==> src/rtl/flow_pkg.sv <==
package flow_pkg;
  localparam int unsigned DEF_SYNC_STAGES = 2;

  typedef struct packed {
    logic held;   // character written, not yet started
    logic flight; // character being shifted by serializer
  } tx_slot_t;
endpackage

==> src/rtl/flow_cts_sync.sv <==
module flow_cts_sync #(
  parameter int unsigned STAGES = flow_pkg::DEF_SYNC_STAGES
) (
  input  logic clk,
  input  logic rst_n,
  input  logic cts_in,
  input  logic chg_clr,
  output logic cts_sync,
  output logic chg_flag
);
  logic [STAGES-1:0] chain_q;
  logic              prev_q;
  logic              edge_seen;
  logic              flag_q;

  generate
    for (genvar s = 0; s < STAGES; s++) begin : g_stage
      if (s == 0) begin : g_first
        always_ff @(posedge clk) begin
          if (!rst_n) chain_q[s] <= 1'b0;
          else        chain_q[s] <= cts_in;
        end
      end else begin : g_next
        always_ff @(posedge clk) begin
          if (!rst_n) chain_q[s] <= 1'b0;
          else        chain_q[s] <= chain_q[s-1];
        end
      end
    end
  endgenerate

  assign cts_sync  = chain_q[STAGES-1];
  assign edge_seen = cts_sync ^ prev_q;

  always_ff @(posedge clk) begin
    if (!rst_n) begin
      prev_q <= 1'b0;
      flag_q <= 1'b0;
    end else begin
      prev_q <= cts_sync;
      if (edge_seen)    flag_q <= 1'b1;
      else if (chg_clr) flag_q <= 1'b0;
    end
  end

  assign chg_flag = flag_q;


  flag_on_edge_chk: assert property (@(posedge clk) disable iff (!rst_n)
    edge_seen |=> chg_flag);

  flag_clear_chk: assert property (@(posedge clk) disable iff (!rst_n)
    (chg_clr && !edge_seen) |=> !chg_flag);
endmodule

==> src/rtl/flow_tx_gate.sv <==
module flow_tx_gate (
  input  logic clk,
  input  logic rst_n,
  input  logic gate_en,
  input  logic cts_sync,
  input  logic wr_valid,
  output logic wr_ready,
  output logic start_char,
  input  logic char_done,
  output logic tx_busy
);
  import flow_pkg::*;

  tx_slot_t slot_q, slot_d;
  logic     clear_to_send;
  logic     accept;

  assign clear_to_send = !gate_en || !cts_sync;
  assign wr_ready      = !slot_q.held;
  assign accept        = wr_valid && wr_ready;
  assign start_char    = slot_q.held && !slot_q.flight && clear_to_send;
  assign tx_busy       = slot_q.flight;

  always_comb begin
    slot_d = slot_q;
    if (char_done)  slot_d.flight = 1'b0;
    if (start_char) begin
      slot_d.held   = 1'b0;
      slot_d.flight = 1'b1;
    end
    if (accept)     slot_d.held = 1'b1;
  end

  always_ff @(posedge clk) begin
    if (!rst_n) slot_q <= '0;
    else        slot_q <= slot_d;
  end


  busy_after_start_chk: assert property (@(posedge clk) disable iff (!rst_n)
    start_char |=> tx_busy);

  busy_ends_on_done_chk: assert property (@(posedge clk) disable iff (!rst_n)
    $fell(tx_busy) |-> $past(char_done));

  slot_full_after_accept_chk: assert property (@(posedge clk) disable iff (!rst_n)
    (wr_valid && wr_ready) |=> !wr_ready);
endmodule

==> src/rtl/flow_rts_gen.sv <==
module flow_rts_gen (
  input  logic clk,
  input  logic rst_n,
  input  logic rts_gen_en,
  input  logic rx_space,
  output logic rts_out
);
  logic rts_q;

  always_ff @(posedge clk) begin
    if (!rst_n) rts_q <= 1'b1;
    else        rts_q <= !(rts_gen_en && rx_space);
  end

  assign rts_out = rts_q;


  rts_off_when_disabled_chk: assert property (@(posedge clk) disable iff (!rst_n)
    !rts_gen_en |=> rts_out);

  rts_off_when_full_chk: assert property (@(posedge clk) disable iff (!rst_n)
    !rx_space |=> rts_out);
endmodule

==> src/rtl/flow_ctrl_top.sv <==
module flow_ctrl_top #(
  parameter int unsigned SYNC_STAGES = flow_pkg::DEF_SYNC_STAGES
) (
  input  logic clk,
  input  logic rst_n,
  input  logic cts_gate_en,
  input  logic rts_gen_en,
  input  logic cts_irq_en,
  input  logic cts_in,
  input  logic wr_valid,
  output logic wr_ready,
  output logic start_char,
  input  logic char_done,
  output logic tx_busy,
  input  logic rx_space,
  output logic rts_out,
  input  logic cts_chg_clr,
  output logic cts_chg_flag,
  output logic cts_irq
);
  logic cts_sync;

  flow_cts_sync #(.STAGES(SYNC_STAGES)) u_sync (
    .clk      (clk),
    .rst_n    (rst_n),
    .cts_in   (cts_in),
    .chg_clr  (cts_chg_clr),
    .cts_sync (cts_sync),
    .chg_flag (cts_chg_flag)
  );

  flow_tx_gate u_gate (
    .clk        (clk),
    .rst_n      (rst_n),
    .gate_en    (cts_gate_en),
    .cts_sync   (cts_sync),
    .wr_valid   (wr_valid),
    .wr_ready   (wr_ready),
    .start_char (start_char),
    .char_done  (char_done),
    .tx_busy    (tx_busy)
  );

  flow_rts_gen u_rts (
    .clk        (clk),
    .rst_n      (rst_n),
    .rts_gen_en (rts_gen_en),
    .rx_space   (rx_space),
    .rts_out    (rts_out)
  );

  assign cts_irq = cts_chg_flag && cts_irq_en;


  no_start_when_blocked_chk: assert property (@(posedge clk) disable iff (!rst_n)
    (start_char && cts_gate_en) |-> !cts_sync);

  no_start_in_flight_chk: assert property (@(posedge clk) disable iff (!rst_n)
    tx_busy |-> !start_char);
endmodule

==> config.mk <==
export PLATFORM = sky130hd
export DESIGN_NAME = flow_ctrl_top
export DESIGN_NICKNAME = d
export VERILOG_FILES = /design/src/rtl/flow_pkg.sv /design/src/rtl/flow_cts_sync.sv /design/src/rtl/flow_tx_gate.sv /design/src/rtl/flow_rts_gen.sv /design/src/rtl/flow_ctrl_top.sv
export SDC_FILE = /design/constraint.sdc
export NUM_CORES = 1
export LEC_CHECK = 0
export ABC_CLOCK_PERIOD_IN_PS = 1300
export BUFFER_PORTS_ARGS = -buffer_cell sky130_fd_sc_hd__clkbuf_2
export CORE_AREA = 2 2 39 41
export DETAILED_ROUTE_END_ITERATION = 6
export DIE_AREA = 0 0 41 43
export GPL_ROUTABILITY_DRIVEN = 0
export HOLD_SLACK_MARGIN = 0.02
export PLACE_DENSITY = 0.38
export SLEW_MARGIN = 20
export SYNTH_ARGS = -nofsm -noshare
export SYNTH_HDL_FRONTEND = slang
export SYNTH_SLANG_ARGS = --single-unit
==> constraint.sdc <==
create_clock -name clk -period 1.3 [get_ports clk]
set_input_delay 0.065 -clock clk [delete_from_list [all_inputs] [get_ports clk]]
set_output_delay 0.065 -clock clk [all_outputs]
set_load 0.02 [all_outputs]
==> results of run 1 <==
[per-layer routing]
metal  wire length (um)  vias to the layer above
li1                   -                      117
met1                182                       95
met2                195                       12
met3                 53                        0
met4                  0                        0
met5                  0                        -
[cell type report]
| class | count | area (sq um) | area share, % |
|---|---|---|---|
| inverters | 2 | 7.51 | 1.91 |
| multi-input cells | 14 | 93.8 | 23.9 |
| flip-flops and latches | 7 | 140 | 35.7 |
| clock buffers | 4 | 26.3 | 6.69 |
| well taps | 16 | 20.0 | 5.10 |
| repair buffers | 18 | 105 | 26.8 |
[cells by family (layout without fill, tap and decap cells)]
kind of cell	count (synthesis)	after routing	share of synthesized area [%]
flip-flops	7	7	58.0
XOR/XNOR	1	1	3.63
AND/OR/NAND/NOR	8	8	19.7
buffers and inverters	2	24	3.11
AO/OA/AOI/OAI	5	5	15.5
[path summary, 6_finish.rpt]
path	from	end	cells after the start
min reg2reg	u_sync.chain_q[0]$_SDFF_PN0_	u_sync.cts_sync$_SDFF_PN0_	1
max reg2reg	u_sync.cts_sync$_SDFF_PN0_	u_gate.tx_busy$_SDFFE_PN0P_	3
max	rx_space	u_rts.rts_out$_SDFF_PN1_	4
min	cts_chg_clr	u_sync.chg_flag$_SDFFE_PN0P_	3
[worst max-delay path, stage by stage]
cell and delay, ps:
dlygate4sd3_1 520, clkbuf_2 90, nand3_1 50, dlygate4sd3_1 540
[sequential cells by signal (all words and copies together) (netlist names)]
register and count:
u_gate.tx_busy 1, u_sync.prev_q 1, u_rts.rts_out 1, u_sync.cts_sync 1, u_sync.chain_q 1, u_gate.slot_q 1
u_sync.chg_flag 1
[power breakdown]
group	leakage (nW)	total (mW)	switching [mW]	internal [mW]
clock network	0.0150	0.191	0.0744	0.117
registers	0.0577	0.235	0.00751	0.227
logic	0.113	0.0680	0.0338	0.0342
total	0.186	0.494	0.116	0.378
[through the flow]
step           hold WS (ps)  std cells  total power [mW]
4_1_cts                76.9         61             0.505
6_report               78.6         61             0.494
5_1_grt                91.9         61             0.524
2_1_floorplan           137         23             0.273
3_5_place_dp            230         54             0.302
3_3_place_gp            226         54             0.300
[synthesized netlist by cell type (all sizes together)]
cell type and number:
a21oi 2, o21ai 1, nand3 1, dfxtp 7
a21boi 2, nand2b 2, nand2 1, and2 4
xnor2 1, inv 2
==> out/metrics.cfg, run 1 <==
[timing]
rsz0062_at_grt = false
max_freq_mhz = 880
post-route-period-util_pct = 87.4
worst_pin_slew_ps = 134
maxSlewViolCount = 0
period_minus_slack_ps = 1140
fin_ws_ps = 164
skew_ps = 2.05
hold_violations = 0
setup_viol = 0
slew_headroom_pct = 91.0
setup-tns-final_ps = 0

[setup_path]
path_max_fanout = 1
required_ps = 1430
rrSetupSlack_ps = 560
cp-end-kind = flop
crit_type = primary input to flop
start_kind = primary input
crit_arrival_ps = 1270

[detailed_routing]
wl_um = 430
ant_nets = 0
drc = 0
drtPass1Iterations = 4
wl_per_cell_um = 7.05
route.vias.total = 224
first_iter_violations = 4
avgViaCountPerCell = 3.67

[yosys]
synthCells = 23
avgSynthCellArea_sq_um = 10.5
synth_top_area_cell = dfxtp_1
yosysTopAreaCellShare_pct = 58.0
syn_nets = 33
ys_warn_count = 0
syn_area_sq_um = 241
ys_seq_elements = 7
ys_top_cells_by_area = dfxtp_1 58%, and2_1 7.8%, nand2b_1 5.2%
yosysUniqueCellTypes = 13
ys_seq_area_share_pct = 58.0

[global_routing]
grt_pass1_wl_um = 572
track_usage_pct = 5.34
antenna_found_initial = 0
grt.met2_usage_pct = 7.19
top_usage_layer = met2
grt_max_degree = 8
grt_pass1_vias = 165
grt-ovfl-total = 0
grt.met1_usage_pct = 4.89
grt_util_met3_pct = 6.28

[placement]
portBuffers = 15
dp_hpwl_um = 356
place_ws_ps = 462
detailed_place.area_sq_um = 337

[cells_and_area]
finalNetCount = 56
fill_cells = 163
diodes = 0
final_common_cell = clkbuf_2
drive_above_1_share_pct = 46.7
syn2layout_area_growth_pct = 62.7
final_area_sq_um = 393
final_util_pct = 28.4
most-common-layout-cells = 15 x clkbuf_2, 7 x dfxtp_1, 3 x and2_1, 3 x clkbuf_4, 3 x dlygate4sd3_1

[floorplan]
core_area_sq_um = 1380
ios = 16
start_util_pct = 17.5
die_y_um = 43
row_count = 14
die_area_sq_um = 1760
die_w_um = 41

[cts]
clk_path_buf_depth = 2
clock-root-buffer = clkbuf_4
htree_levels = 1
cts_made_buffers = 3
clk_latency_ps = 250
cts_resized = 0
cts_sinks = 7
cts_post_setup_buffers_inserted = 0
cts_hold_buf = 3
cts_tree = done
clk_pin_slew_ps = 50

[flow_run]
maxCapViolCount = 0

[worst_hold_path]
hp-class = primary input to flop

[outcome]
outcome = finished, final reports clean

[power_and_ir_drop]
vdd.ir_drop.worst_v = 0.000708
p_leak_nw = 0.186
power_density_nw_per_um2 = 1260

Power figures use the tool's default switching activity.
==> run 2: changes to the inputs <==
--- a/config.mk
+++ b/config.mk
@@ -14,4 +14,5 @@
 export HOLD_SLACK_MARGIN = 0.02
 export PLACE_DENSITY = 0.38
+export RECOVER_POWER = 25
 export SLEW_MARGIN = 20
 export SYNTH_ARGS = -nofsm -noshare
==> constraint.sdc (replaced) <==
create_clock -name clk -period 1.3 [get_ports clk]
set_input_delay 0.065 -clock clk [delete_from_list [all_inputs] [get_ports clk]]
set_output_delay 0.065 -clock clk [all_outputs]
set_load 0.05 [all_outputs]
==> out/metrics.cfg, run 2 (same netlist as run 1, synthesis figures left out) <==
[floorplan]
die_area_sq_um = 1760  ; unchanged
start_util_pct = 17.5  ; unchanged
row_count = 14  ; unchanged
ios = 16  ; unchanged
core_area_sq_um = 1380  ; unchanged
die_w_um = 41  ; unchanged
die_y_um = 43  ; unchanged

[cells_and_area]
drive_above_1_share_pct = 46.7  ; unchanged
fill_cells = 155  ; was 163
diodes = 0  ; unchanged
final_common_cell = clkbuf_2  ; unchanged
most-common-layout-cells = 15 x clkbuf_2, 7 x dfxtp_1, 3 x and2_1, 3 x clkbuf_4, 3 x dlygate4sd3_1  ; unchanged
syn2layout_area_growth_pct = 62.7  ; unchanged
finalNetCount = 56  ; unchanged

[cts]
clk_path_buf_depth = 2  ; unchanged
clk_latency_ps = 250  ; about the same
cts_resized = 0  ; unchanged
htree_levels = 1  ; unchanged
cts_made_buffers = 3  ; unchanged
clock-root-buffer = clkbuf_4  ; unchanged
cts_tree = done  ; unchanged
cts_sinks = 7  ; unchanged
clk_pin_slew_ps = 50  ; about the same

[detailed_routing]
route.vias.total = 229  ; was 224
ant_nets = 0  ; unchanged
drc = 0  ; unchanged
wl_per_cell_um = 7.74  ; was 7.05 um
first_iter_violations = 2  ; was 4
avgViaCountPerCell = 3.75  ; was 3.67
wl_um = 472  ; was 430 um
drtPass1Iterations = 2  ; was 4

[flow_run]
maxCapViolCount = 0  ; unchanged

[power_and_ir_drop]
sequentialPowerShare_pct = 44.8  ; was 47.5%
p_leak_nw = 0.186  ; unchanged
p_switching_mw = 0.146  ; was 0.116 mW
comb_power_share_pct = 18.2  ; was 13.8%
power_density_nw_per_um2 = 1330  ; was 1260 nW/um^2
p_total_mw = 0.524  ; was 0.494 mW
swShare_pct = 27.8  ; was 23.4%
pwr-share-clk_pct = 36.9  ; was 38.7%
p_int_mw = 0.378  ; about the same
vdd.ir_drop.worst_v = 0.000505  ; was 0.000708 V

[timing]
period_minus_slack_ps = 1200  ; was 1140 ps
worst_pin_slew_ps = 278  ; was 134 ps
post-route-period-util_pct = 92.4  ; was 87.4%
slew_headroom_pct = 81.6  ; was 91.0%
max_freq_mhz = 833  ; was 880 MHz
setup-tns-final_ps = 0  ; unchanged
rsz0062_at_grt = false  ; unchanged
skew_ps = 3.58  ; was 2.05 ps
maxSlewViolCount = 0  ; unchanged
setup_viol = 0  ; unchanged
hold_violations = 0  ; unchanged

[worst_hold_path]
min_to = u_sync.chg_flag$_SDFFE_PN0P_  ; unchanged
hp-class = primary input to flop  ; unchanged
hold_start = cts_chg_clr  ; unchanged
holdPathStages = 3  ; unchanged

[outcome]
outcome = finished, final reports clean  ; unchanged

[setup_path]
r2r-start = u_sync.cts_sync$_SDFF_PN0_  ; unchanged
worstReg2RegEnd = u_gate.tx_busy$_SDFFE_PN0P_  ; unchanged
rrSetupSlack_ps = 570  ; was 560 ps
required_ps = 1240  ; was 1430 ps
crit_arrival_ps = 1140  ; was 1270 ps
cp-end-kind = primary output  ; was flop
path_max_fanout = 3  ; was 1
start_kind = flop  ; was primary input
crit_type = flop to primary output  ; was primary input to flop
ff2ff_path_depth = 3  ; unchanged

[placement]
portBuffers = 15  ; unchanged

[global_routing]
grt.met2_usage_pct = 7.50  ; was 7.19%
grt_max_degree = 8  ; unchanged
grt-ovfl-total = 0  ; unchanged
grt.met1_usage_pct = 5.83  ; was 4.89%
grt_pass1_wl_um = 641  ; was 572 um
antenna_found_initial = 0  ; unchanged
grt_pass1_vias = 174  ; was 165
grt_util_met3_pct = 6.28  ; unchanged
top_usage_layer = met2  ; unchanged
track_usage_pct = 6.04  ; was 5.34%

run 2: cell counts in the layout (fill, tap and decap cells not counted):
Identical to the previous run, type by type.
run 2: worst max-delay path by stage:
stage / from / endpoint / slack, ps / cells past startpoint
2_1_floorplan: u_sync.chg_flag$_SDFFE_PN0P_ / cts_irq / 110 / 1
3_3_place_gp: u_sync.cts_sync$_SDFF_PN0_ / start_char / 380 / 4
3_5_place_dp: u_sync.cts_sync$_SDFF_PN0_ / start_char / 350 / 4
4_1_cts: u_sync.cts_sync$_SDFF_PN0_ / start_char / 70 / 4
5_1_grt: u_sync.cts_sync$_SDFF_PN0_ / start_char / 20 / 4
6_report: u_sync.cts_sync$_SDFF_PN0_ / start_char / 100 / 4
run 2: power by group through the flow:
stage	logic (mW)	clock network (mW)	registers (mW)
floorplan	0.0434	0	0.257
global placement	0.0891	0	0.238
detailed placement	0.0904	0	0.239
CTS	0.0970	0.208	0.235
global route	0.103	0.219	0.236
finish	0.0955	0.193	0.235
run 2: metrics by stage:
step           hold WS (ps)  cells  utilization, %  setup WS (ps)  instance area [sq um]
2_1_floorplan           137     23               -            107                    241
3_3_place_gp            226     54            24.3            376                    337
3_5_place_dp            232     54            24.3            350                    337
4_1_cts                71.7     61            28.4           74.5                    393
5_1_grt                93.2     61            28.4           16.0                    393
6_report               78.7     61            28.4           99.1                    393
run 2: area by class of cell:
cell class	count	area [sq um]	share of cell area [%]
Tap cell	16	20.0	5.10
Timing Repair Buffer	18	105	26.8
Sequential cell	7	140	35.7
Inverter	2	7.51	1.91
Clock buffer	4	26.3	6.69
Multi-Input combinational cell	14	93.8	23.9
run 2: critical path, cell delays in order, from the launching register on:
cell	delay (ps)
dfxtp_1	330
a21oi_2	140
nand2_1	90
inv_1	60
clkbuf_2	270
run 2: what timing repair did:
action	4_1_cts	5_1_grt
endpoints found under the hold margin	2	0
buffers inserted	0	0
endpoints found under the setup margin	0	0
hold buffers	3	0
run 2: per-layer routing:
layer | vias up | share of wire (%)
met5 | - | 0
met4 | 0 | 0
met3 | 0 | 12
met2 | 12 | 49
met1 | 99 | 39
li1 | 118 | -
